**src/rtl/shadow_loader.sv**
```systemverilog
module shadow_loader #(
  parameter int REFRESH_CYCLES = 625000,
  parameter int COEF_W = 12,
  parameter int TAG_W = 4,
  parameter int NREG = 5,
  parameter int ADDR_W = 7
)(
  input  logic clk,
  input  logic rst_n,
  input  logic sel,
  input  logic u_flag,
  input  logic wr_en,
  input  logic session_open,
  input  logic host_we,
  input  logic [$clog2(NREG)-1:0] host_idx,
  input  logic [COEF_W-1:0] host_data,
  input  logic host_load,
  output logic [ADDR_W-1:0] mem_addr,
  input  logic mem_bit,
  output logic [COEF_W-1:0] cfg_q,
  output logic [COEF_W-1:0] off_q,
  output logic [COEF_W-1:0] offtc_q,
  output logic [COEF_W-1:0] fso_q,
  output logic [COEF_W-1:0] fsotc_q,
  output logic busy,
  output logic [NREG-1:0] tag_err
);
  localparam int WORD_W = COEF_W + TAG_W;
  localparam int LOAD_BITS = NREG * WORD_W;
  localparam int CNT_W = $clog2(LOAD_BITS);
  localparam int POS_W = $clog2(WORD_W);
  localparam int WIDX_W = CNT_W - POS_W;
  localparam int IDX_W = $clog2(NREG);
  localparam int REF_W = $clog2(REFRESH_CYCLES);
  localparam int TAG_BASE = 8;

  logic sel_d, pend;
  logic [CNT_W-1:0] cnt;
  logic [WORD_W-2:0] sh;
  logic [REF_W-1:0] rcnt;
  logic [COEF_W-1:0] wreg [NREG];
  logic [COEF_W-1:0] stage [NREG];
  logic [NREG-1:0] dirty;

  wire sel_rise = sel & ~sel_d;
  wire refresh_on = wr_en & ~session_open;
  wire tick = refresh_on && (rcnt == REF_W'(REFRESH_CYCLES - 1));
  wire req = (sel_rise & ~u_flag) | tick;
  wire [POS_W-1:0] pos = cnt[POS_W-1:0];
  wire [WIDX_W-1:0] widx = cnt[CNT_W-1:POS_W];
  wire word_end = busy && (pos == POS_W'(WORD_W - 1));
  wire [WORD_W-1:0] word = {mem_bit, sh};
  wire [TAG_W-1:0] tag_exp = TAG_W'(TAG_BASE) + TAG_W'(widx);
  wire tag_ok = word[WORD_W-1 -: TAG_W] == tag_exp;

  assign mem_addr = ADDR_W'(cnt);

  always_ff @(posedge clk or negedge rst_n) begin
    if (!rst_n) begin
      busy  <= 1'b0;
      cnt   <= '0;
      pend  <= 1'b1;
      sel_d <= 1'b1;
      rcnt  <= '0;
      sh    <= '0;
    end else begin
      sel_d <= sel;
      rcnt  <= (!refresh_on || tick) ? '0 : rcnt + 1'b1;
      if (busy) begin
        if (pos != POS_W'(WORD_W - 1)) sh[pos] <= mem_bit;
        if (req) pend <= 1'b1;
        if (cnt == CNT_W'(LOAD_BITS - 1)) begin
          busy <= 1'b0;
          cnt  <= '0;
        end else begin
          cnt <= cnt + 1'b1;
        end
      end else if (req || pend) begin
        busy <= 1'b1;
        pend <= 1'b0;
      end
    end
  end

  always_ff @(posedge clk or negedge rst_n) begin
    if (!rst_n) begin
      for (int i = 0; i < NREG; i++) begin
        wreg[i]  <= '0;
        stage[i] <= '0;
      end
      dirty   <= '0;
      tag_err <= '0;
    end else begin
      for (int i = 0; i < NREG; i++) begin
        if (host_load && dirty[i])
          wreg[i] <= stage[i];
        else if (word_end && widx == WIDX_W'(i) && tag_ok)
          wreg[i] <= word[COEF_W-1:0];
        if (word_end && widx == WIDX_W'(i))
          tag_err[i] <= ~tag_ok;
        if (host_we && host_idx == IDX_W'(i)) begin
          stage[i] <= host_data;
          dirty[i] <= 1'b1;
        end else if (host_load) begin
          dirty[i] <= 1'b0;
        end
      end
    end
  end

  assign cfg_q   = wreg[0];
  assign off_q   = wreg[1];
  assign offtc_q = wreg[2];
  assign fso_q   = wreg[3];
  assign fsotc_q = wreg[4];
endmodule

```
**config.mk**
```make
export PLATFORM = sky130hd
export DESIGN_NAME = shadow_loader
export DESIGN_NICKNAME = d
export VERILOG_FILES = /design/src/rtl/shadow_loader.sv
export SDC_FILE = /design/constraint.sdc
export NUM_CORES = 1
export LEC_CHECK = 0
export ABC_AREA = 1
export BUFFER_PORTS_ARGS = -buffer_cell sky130_fd_sc_hd__clkbuf_2
export CAP_MARGIN = 20
export CELL_PAD_IN_SITES_DETAIL_PLACEMENT = 0
export CELL_PAD_IN_SITES_GLOBAL_PLACEMENT = 1
export CORE_MARGIN = 4
export CORE_UTILIZATION = 48
export DETAILED_ROUTE_END_ITERATION = 16
export GPL_ROUTABILITY_DRIVEN = 0
export PLACE_DENSITY = 0.94
export SYNTH_ARGS = -nofsm -noshare
export SYNTH_HDL_FRONTEND = slang
export SYNTH_SLANG_ARGS = --single-unit
```
**constraint.sdc**
```tcl
create_clock -name clk -period 2.6 [get_ports clk]
set_input_delay 0.65 -clock clk [delete_from_list [all_inputs] [get_ports clk]]
set_output_delay 0.65 -clock clk [all_outputs]
set_load 0.05 [all_outputs]
```
==> summary.txt, run 1 <==
Status
  • Status: finished, final reports clean

Critical path
  • Worst setup path start: mem_addr[2]
  • Stages on the worst setup path: 1
  • Crit path max fanout: 8
  • CP startpoint kind: flip-flop
  • Top cell family by delay on the critical path: flip-flops
  • Worst setup endpoint: mem_addr[2]
  • Setup crit end kind: primary output
  • Cell breakdown of the critical path: clkbuf_2
  • Worst path buffer plus inverter count: 1
  • CP arrival: 1.29 ns
  • Critical Path RT: 1.95 ns
  • Worst stage delay on the critical path: 0.52 ns
  • Worst r2r dst: cfg_q[4]
  • RR Startpoint: mem_addr[0]
  • R2r worst-path depth: 9
  • Crit-path slowest cell: dfrtp_1
  • Crit Path Class: flip-flop to primary output
  • Setup slack, reg-to-reg: 0.74 ns

Placement
  • Detailed Place HPWL: 13.4 mm
  • IO Port Bufs: 96
  • Place WS: 0.649 ns

Detailed routing
  • WL per Instance: 17.0 um
  • Initial drt markers: 505
  • Number of routed nets with antenna violations: 0
  • DRC: 0
  • Vias/cell: 5.25
  • Final WL: 20.2 mm
  • Via Count: 6248
  • DRT Pass-1 Iters: 5

STA
  • Final min period: 1.94 ns
  • Clk_skew: 0.0111 ns
  • Period utilization: 74.5%
  • RSZ-0062 raised after global routing: false
  • Setup TNS: 0 ns
  • Setup WS post-layout: 0.663 ns
  • Achievable Freq: 0.516 GHz
  • Final Max Tran Viols: 0
  • Rel. slew slack: 52.7%
  • Final setup fails: 0
  • Final hold vios: 0
  • Slew at the pin closest to its max-slew limit: 0.708 ns

Synth
  • Most used DFF post-synth: dfrtp_1
  • Synth unique cells: 35
  • EDFF count, synth: 0
  • Synth async-reset ratio: 100%
  • Synthesized cell area: 0.00802 mm2
  • Post-synth net total: 897
  • Syn Area/Cell: 9.24 um2
  • Sequential area share after synthesis: 54.6%
  • Synth warn: 0
  • Gate count of the mapped netlist: 868
  • Yosys reg bits: 175

Clock network
  • Clock tree sinks: 175
  • CTS root buf: clkbuf_16
  • Hold Buf Count CTS: 0
  • Post-CTS Resized: 0
  • Longest Clk Path Bufs: 2
  • Max H-tree Level: 4
  • Reg clk slew, reported paths: 0.06 ns
  • Clock buffer count from CTS: 17
  • CTS tree: yes
  • Worst-Skew Late Latency: 0.43 ns
  • Postcts setup bufs: 0

Min path
  • Worst Hold Class: input port to asynchronous set/reset pin

Cells and area
  • Number of diodes: 0
  • P&R area growth vs syn: 15.3%
  • Layout cells sized above 1: 22.9%
  • Fill cell count: 1498
  • Nets: 986
  • Multi-input logic area: 0.00325 mm2
  • Register area: 0.00438 mm2

Floorplan
  • Die height: 137 um
  • IO Pins: 97
  • Site Rows: 47
  • Initial Utilization: 48.7%
  • Total die area: 0.0188 mm2
  • Overall die width: 137 um
  • Core Area: 0.0165 mm2

Global route
  • Met1 GRT Util: 32.6%
  • Largest net degree at the start of global routing: 54
  • Met2 Use GR: 34.0%
  • Initial antenna violation count: 0
  • Grt peak-use layer: met2
  • GR Overflow Total: 0
  • Global-route wire length before repair: 32.3 mm
  • GR Util met3: 4.35%
  • Vias in the first global route: 6062
  • Gr usage total: 22.5%

Power
  • Power Dens Cells: 835 mW/mm2
  • Maximum vdd ir drop: 0.000545 V
  • Leakage: 0.00454 uW

Run
  • Max-Cap Viols: 0
-- metrics by stage --
stage / power [uW] / std cells / cell area, um2 / hold slack [ns] / utilization, %
final: 7720 / 1189 / 9250 / 0.189 / 56.2
after detailed placement: 5370 / 1158 / 8700 / 0.469 / 52.8
after global placement: 5330 / 1158 / 8700 / 0.462 / 52.8
after global routing: 8090 / 1189 / 9250 / 0.207 / 56.2
after floorplan: 4810 / 868 / 8020 / 0.354 / -
after CTS: 7780 / 1189 / 9250 / 0.190 / 56.2
-- routing by layer --
layer | wire length (um) | share of wire [%]
met1 | 9240 | 46
met2 | 9290 | 46
met3 | 1250 | 6.2
met4 | 456 | 2.3
met5 | 0 | 0
-- Yosys cell counts (2+ instances only) --
| master | n | area share, % |
|---|---|---|
| inv_1 | 50 | 2.3 |
| nor2_2 | 3 | 0.23 |
| nand2_4 | 2 | 0.28 |
| nand3b_1 | 2 | 0.19 |
| ha_1 | 5 | 0.78 |
| nor2_4 | 2 | 0.28 |
| a21oi_1 | 4 | 0.25 |
| nor2_1 | 54 | 2.5 |
| dfstp_2 | 2 | 0.66 |
| a31oi_1 | 2 | 0.16 |
| xnor2_1 | 3 | 0.33 |
| o31ai_1 | 9 | 0.84 |
| nand3_1 | 81 | 5.1 |
| nor3_1 | 5 | 0.31 |
| nand2_2 | 16 | 1.2 |
| buf_4 | 3 | 0.28 |
| clkbuf_1 | 15 | 0.70 |
| o21ai_0 | 86 | 5.4 |
| nand4_1 | 5 | 0.39 |
| mux2_2 | 60 | 8.4 |
| xor2_1 | 10 | 1.1 |
| o21a_1 | 4 | 0.37 |
| buf_6 | 6 | 0.84 |
| o22ai_1 | 2 | 0.16 |
| nand2_1 | 245 | 11 |
| inv_2 | 2 | 0.094 |
| dfrtp_1 | 173 | 54 |
| buf_2 | 10 | 0.62 |
-- how the worst min path moves through the flow --
| stage | startpoint | endpoint | slack (ns) | depth (start not counted) |
|---|---|---|---|---|
| floorplan | rst_n | busy | 0.35 | 0 |
| global route | rst_n | offtc_q[4] | 0.21 | 1 |
| CTS | rst_n | offtc_q[4] | 0.19 | 1 |
| finish | rst_n | offtc_q[4] | 0.19 | 1 |
| global placement | stage[25] | stage[25] | 0.46 | 2 |
| detailed placement | stage[27] | stage[27] | 0.47 | 2 |
-- logic make-up after synthesis --
family | Yosys count | share of synthesized area (%)
AOI/OAI and AO/OA | 109 | 7.33
xor gates and xnor gates | 13 | 1.42
adders and majority gates | 5 | 0.780
buffers and inverters | 86 | 4.88
DFF | 175 | 54.6
muxes | 60 | 8.42
and+or+nand+nor | 420 | 22.6
-- state kept, by name, indices dropped and copies added (netlist names), 5 cells and up --
register,count
cfg_q,12
dirty,5
offtc_q,12
sh,15
tag_err,5
off_q,12
fsotc_q,12
rcnt,20
fso_q,12
mem_addr,7
stage,60
-- power by group --
group,internal (uW),switching [uW],leakage (uW)
Combinational,466,1390,0.00209
Clock,1360,1040,0.000258
Sequential,3170,293,0.00219
-- cell usage in the layout, fill, tap and decap left out, types with 2 or more instances in the layout --
cell / instances
xnor2_1: 3
clkinv_2: 2
a31oi_1: 2
dfstp_2: 2
o31ai_1: 9
nand2_2: 16
clkbuf_8: 2
nor2_2: 3
clkbuf_16: 17
clkbuf_2: 95
nand2_4: 2
nor2_1: 54
mux2_2: 60
inv_1: 50
clkinv_4: 2
nor2_4: 2
xor2_1: 10
clkbuf_1: 3
o22ai_1: 2
nor3_1: 5
inv_2: 2
nand3b_1: 2
ha_1: 5
buf_4: 4
nand2_1: 245
buf_12: 4
dfrtp_1: 173
a21oi_1: 4
o21ai_0: 86
nand4_1: 5
clkinvlp_4: 4
o21a_1: 4
nand3_1: 81
-- area by class of cell --
type	instances	share of cell area [%]
Clock buffer	22	5.02
Clock inverter	9	0.947
Inverter	52	2.11
Multi-Input combinational cell	607	35.1
Sequential cell	175	47.4
Tap cell	220	2.98
Timing Repair Buffer	104	6.45
Note: power is estimated with default switching activity, not from simulation.
==> run 2: changes to the inputs <==
--- a/config.mk
+++ b/config.mk
@@ -11,10 +11,10 @@
 export CELL_PAD_IN_SITES_DETAIL_PLACEMENT = 0
 export CELL_PAD_IN_SITES_GLOBAL_PLACEMENT = 1
 export CORE_MARGIN = 4
-export CORE_UTILIZATION = 48
+export CORE_UTILIZATION = 40
 export DETAILED_ROUTE_END_ITERATION = 16
 export GPL_ROUTABILITY_DRIVEN = 0
-export PLACE_DENSITY = 0.94
+export PLACE_DENSITY = 0.84
 export SYNTH_ARGS = -nofsm -noshare
 export SYNTH_HDL_FRONTEND = slang
 export SYNTH_SLANG_ARGS = --single-unit
==> constraint.sdc (replaced) <==
create_clock -name clk -period 1.69 [get_ports clk]
set_input_delay 0.4225 -clock clk [delete_from_list [all_inputs] [get_ports clk]]
set_output_delay 0.4225 -clock clk [all_outputs]
set_load 0.05 [all_outputs]
==> run 2 against run 1 <==
  * Critical path depth grew 1
  * Via count is 1.7% higher
  * Sequential share of layout area shrank 1.9 points
  * Hold slack lost 0.11 ns
  * Non-clock buffer count is 33 higher
  * Sequential power rose by 53%
  * Wire length grew 2.3%
  * Critical path type unchanged
  * Flip-flop and latch count is the same
  * Clock skew hardly changed
  * Register-to-register slack worse by 0.64 ns
  * Global-route usage is 3.3 points lower
==> summary.txt, run 2 (synthesis gave the netlist of run 1 again) <==
Cells and area
  • Multi-input logic area: 0.00327 mm2
  • P&R area growth vs syn: 20.2%
  • Design area: 0.00964 mm2
  • Fill cell count: 1901
  • Register area: 0.00439 mm2
  • Final core occ: 49.2%
  • Largest Register: stage
  • Top flop regs: stage: 60 flops, rcnt: 20 flops, sh: 15 flops
  • Layout cells sized above 1: 25.8%
  • Max reg flops: 60
  • Commonest non-fill, non-tap cell in the layout: nand2_1
  • Number of diodes: 0
  • Nets: 1019
  • Highest-count cells in the layout ignoring fill and taps: nand2_1, dfrtp_1, clkbuf_2, o21ai_0, nand3_1

Run
  • Max-Cap Viols: 0

Floorplan
  • Die height: 150 um
  • Overall die width: 150 um
  • Total die area: 0.0224 mm2
  • Initial Utilization: 41.0%
  • Core Area: 0.0196 mm2
  • IO Pins: 97
  • Site Rows: 51

Critical path
  • Worst r2r dst: cfg_q[5]
  • Crit path max fanout: 7
  • Critical Path RT: 1.27 ns
  • Setup crit end kind: primary output
  • CP startpoint kind: flip-flop
  • R2r worst-path depth: 9
  • Crit Path Class: flip-flop to primary output
  • Setup slack, reg-to-reg: 0.10 ns
  • CP arrival: 1.23 ns
  • RR Startpoint: mem_addr[0]

Clock network
  • CTS root buf: clkbuf_16
  • CTS tree: yes
  • Clock tree sinks: 175
  • Worst-Skew Late Latency: 0.43 ns
  • Postcts setup bufs: 0
  • Max H-tree Level: 4
  • Longest Clk Path Bufs: 2
  • Clock buffer count from CTS: 17
  • Reg clk slew, reported paths: 0.06 ns

Placement
  • IO Port Bufs: 96
  • Detailed Place HPWL: 14.4 mm
  • Place WS: 0.0501 ns
  • Placed Area: 0.00905 mm2

STA
  • Setup TNS: 0 ns
  • Clk_skew: 0.0111 ns
  • Setup WS post-layout: 0.0340 ns
  • Final hold vios: 0
  • Period utilization: 98.0%
  • Final Max Tran Viols: 0
  • RSZ-0062 raised after global routing: true
  • Slew at the pin closest to its max-slew limit: 0.461 ns
  • Tightest hold margin: 0.0776 ns
  • Final setup fails: 0
  • Final min period: 1.66 ns
  • Achievable Freq: 0.604 GHz
  • Rel. slew slack: 69.2%

Global route
  • Initial antenna violation count: 0
  • Largest net degree at the start of global routing: 41
  • Vias in the first global route: 6170
  • Gr usage total: 19.2%
  • GR Overflow Total: 0
  • Global-route wire length before repair: 33.2 mm

Power
  • Leakage: 0.00473 uW
  • Maximum vdd ir drop: 0.000695 V
  • Power Dens Cells: 1240 mW/mm2

Detailed routing
  • Via Count: 6353
  • Final WL: 20.7 mm
  • Initial drt markers: 399
  • DRT Pass-1 Iters: 6
  • DRC: 0
  • WL per Instance: 16.3 um
  • Number of routed nets with antenna violations: 0
  • Vias/cell: 5.01

Min path
  • Hold endpoint: sel_d
  • Hold Path Depth: 1
  • Worst Hold Class: input port to flip-flop
  • Min-delay src: sel

Status
  • Status: finished, final reports clean
run 2: cell types whose count changed in the layout (fill, tap and decap cells not counted), sizes merged:
cell	change
buf	+33
clkinvlp	-4
inv	+2
clkinv	+1
dlygate4sd3	+1
run 2: per-stage QoR:
stage                     cells  power (uW)
after global routing       1267       12500
after floorplan             868        7400
after CTS                  1267       12100
after detailed placement   1235        8290
final                      1267       12000
after global placement     1235        8230
run 2: per-layer routing:
metal	part of all wire (%)	global-route usage, %	wire length, um	vias up
li1	-	-	-	3101
met1	48	27.7	9900	3069
met2	46	29.4	9460	156
met3	4.7	3.51	966	27
met4	1.8	6.32	369	0
met5	0	0	0	-
run 2: report_power, final:
part	switching, uW	total [uW]	internal (uW)	leakage (uW)
sequential	435	5310	4870	0.00218
clock	1620	3760	2140	0.000278
combinational	2140	2880	746	0.00227
run 2: repair_timing:
action / CTS / global route
hold buffers: 1 / 0
resized for setup: 0 / 9
hold endpoints to repair: 31 / 0
setup endpoints to repair: 0 / 20
run 2: critical path: stages (launching register included):
cell and delay, ns:
dfrtp_2 0.41, buf_4 0.17, clkbuf_2 0.24
run 2: area by class of cell:
| cell class | count | share of cell area [%] |
|---|---|---|
| Multi-Input combinational cell | 607 | 33.9 |
| Clock buffer | 23 | 4.96 |
| Sequential cell | 175 | 45.5 |
| Tap cell | 265 | 3.44 |
| Timing Repair Buffer | 137 | 9.35 |
| Inverter | 52 | 2.02 |
| Clock inverter | 8 | 0.830 |
run 2: worst max path at each step:
stage                     slack (ns)        start  cells after the start           to
after floorplan                 0.01  mem_addr[0]                      9    cfg_q[10]
after global placement          0.09    host_load                      5   fsotc_q[9]
after detailed placement        0.05  mem_addr[0]                      9     off_q[8]
after CTS                      0.004  mem_addr[4]                      2  mem_addr[4]
after global routing           -0.01  mem_addr[0]                      9     cfg_q[0]
final                           0.03         busy                      2         busy
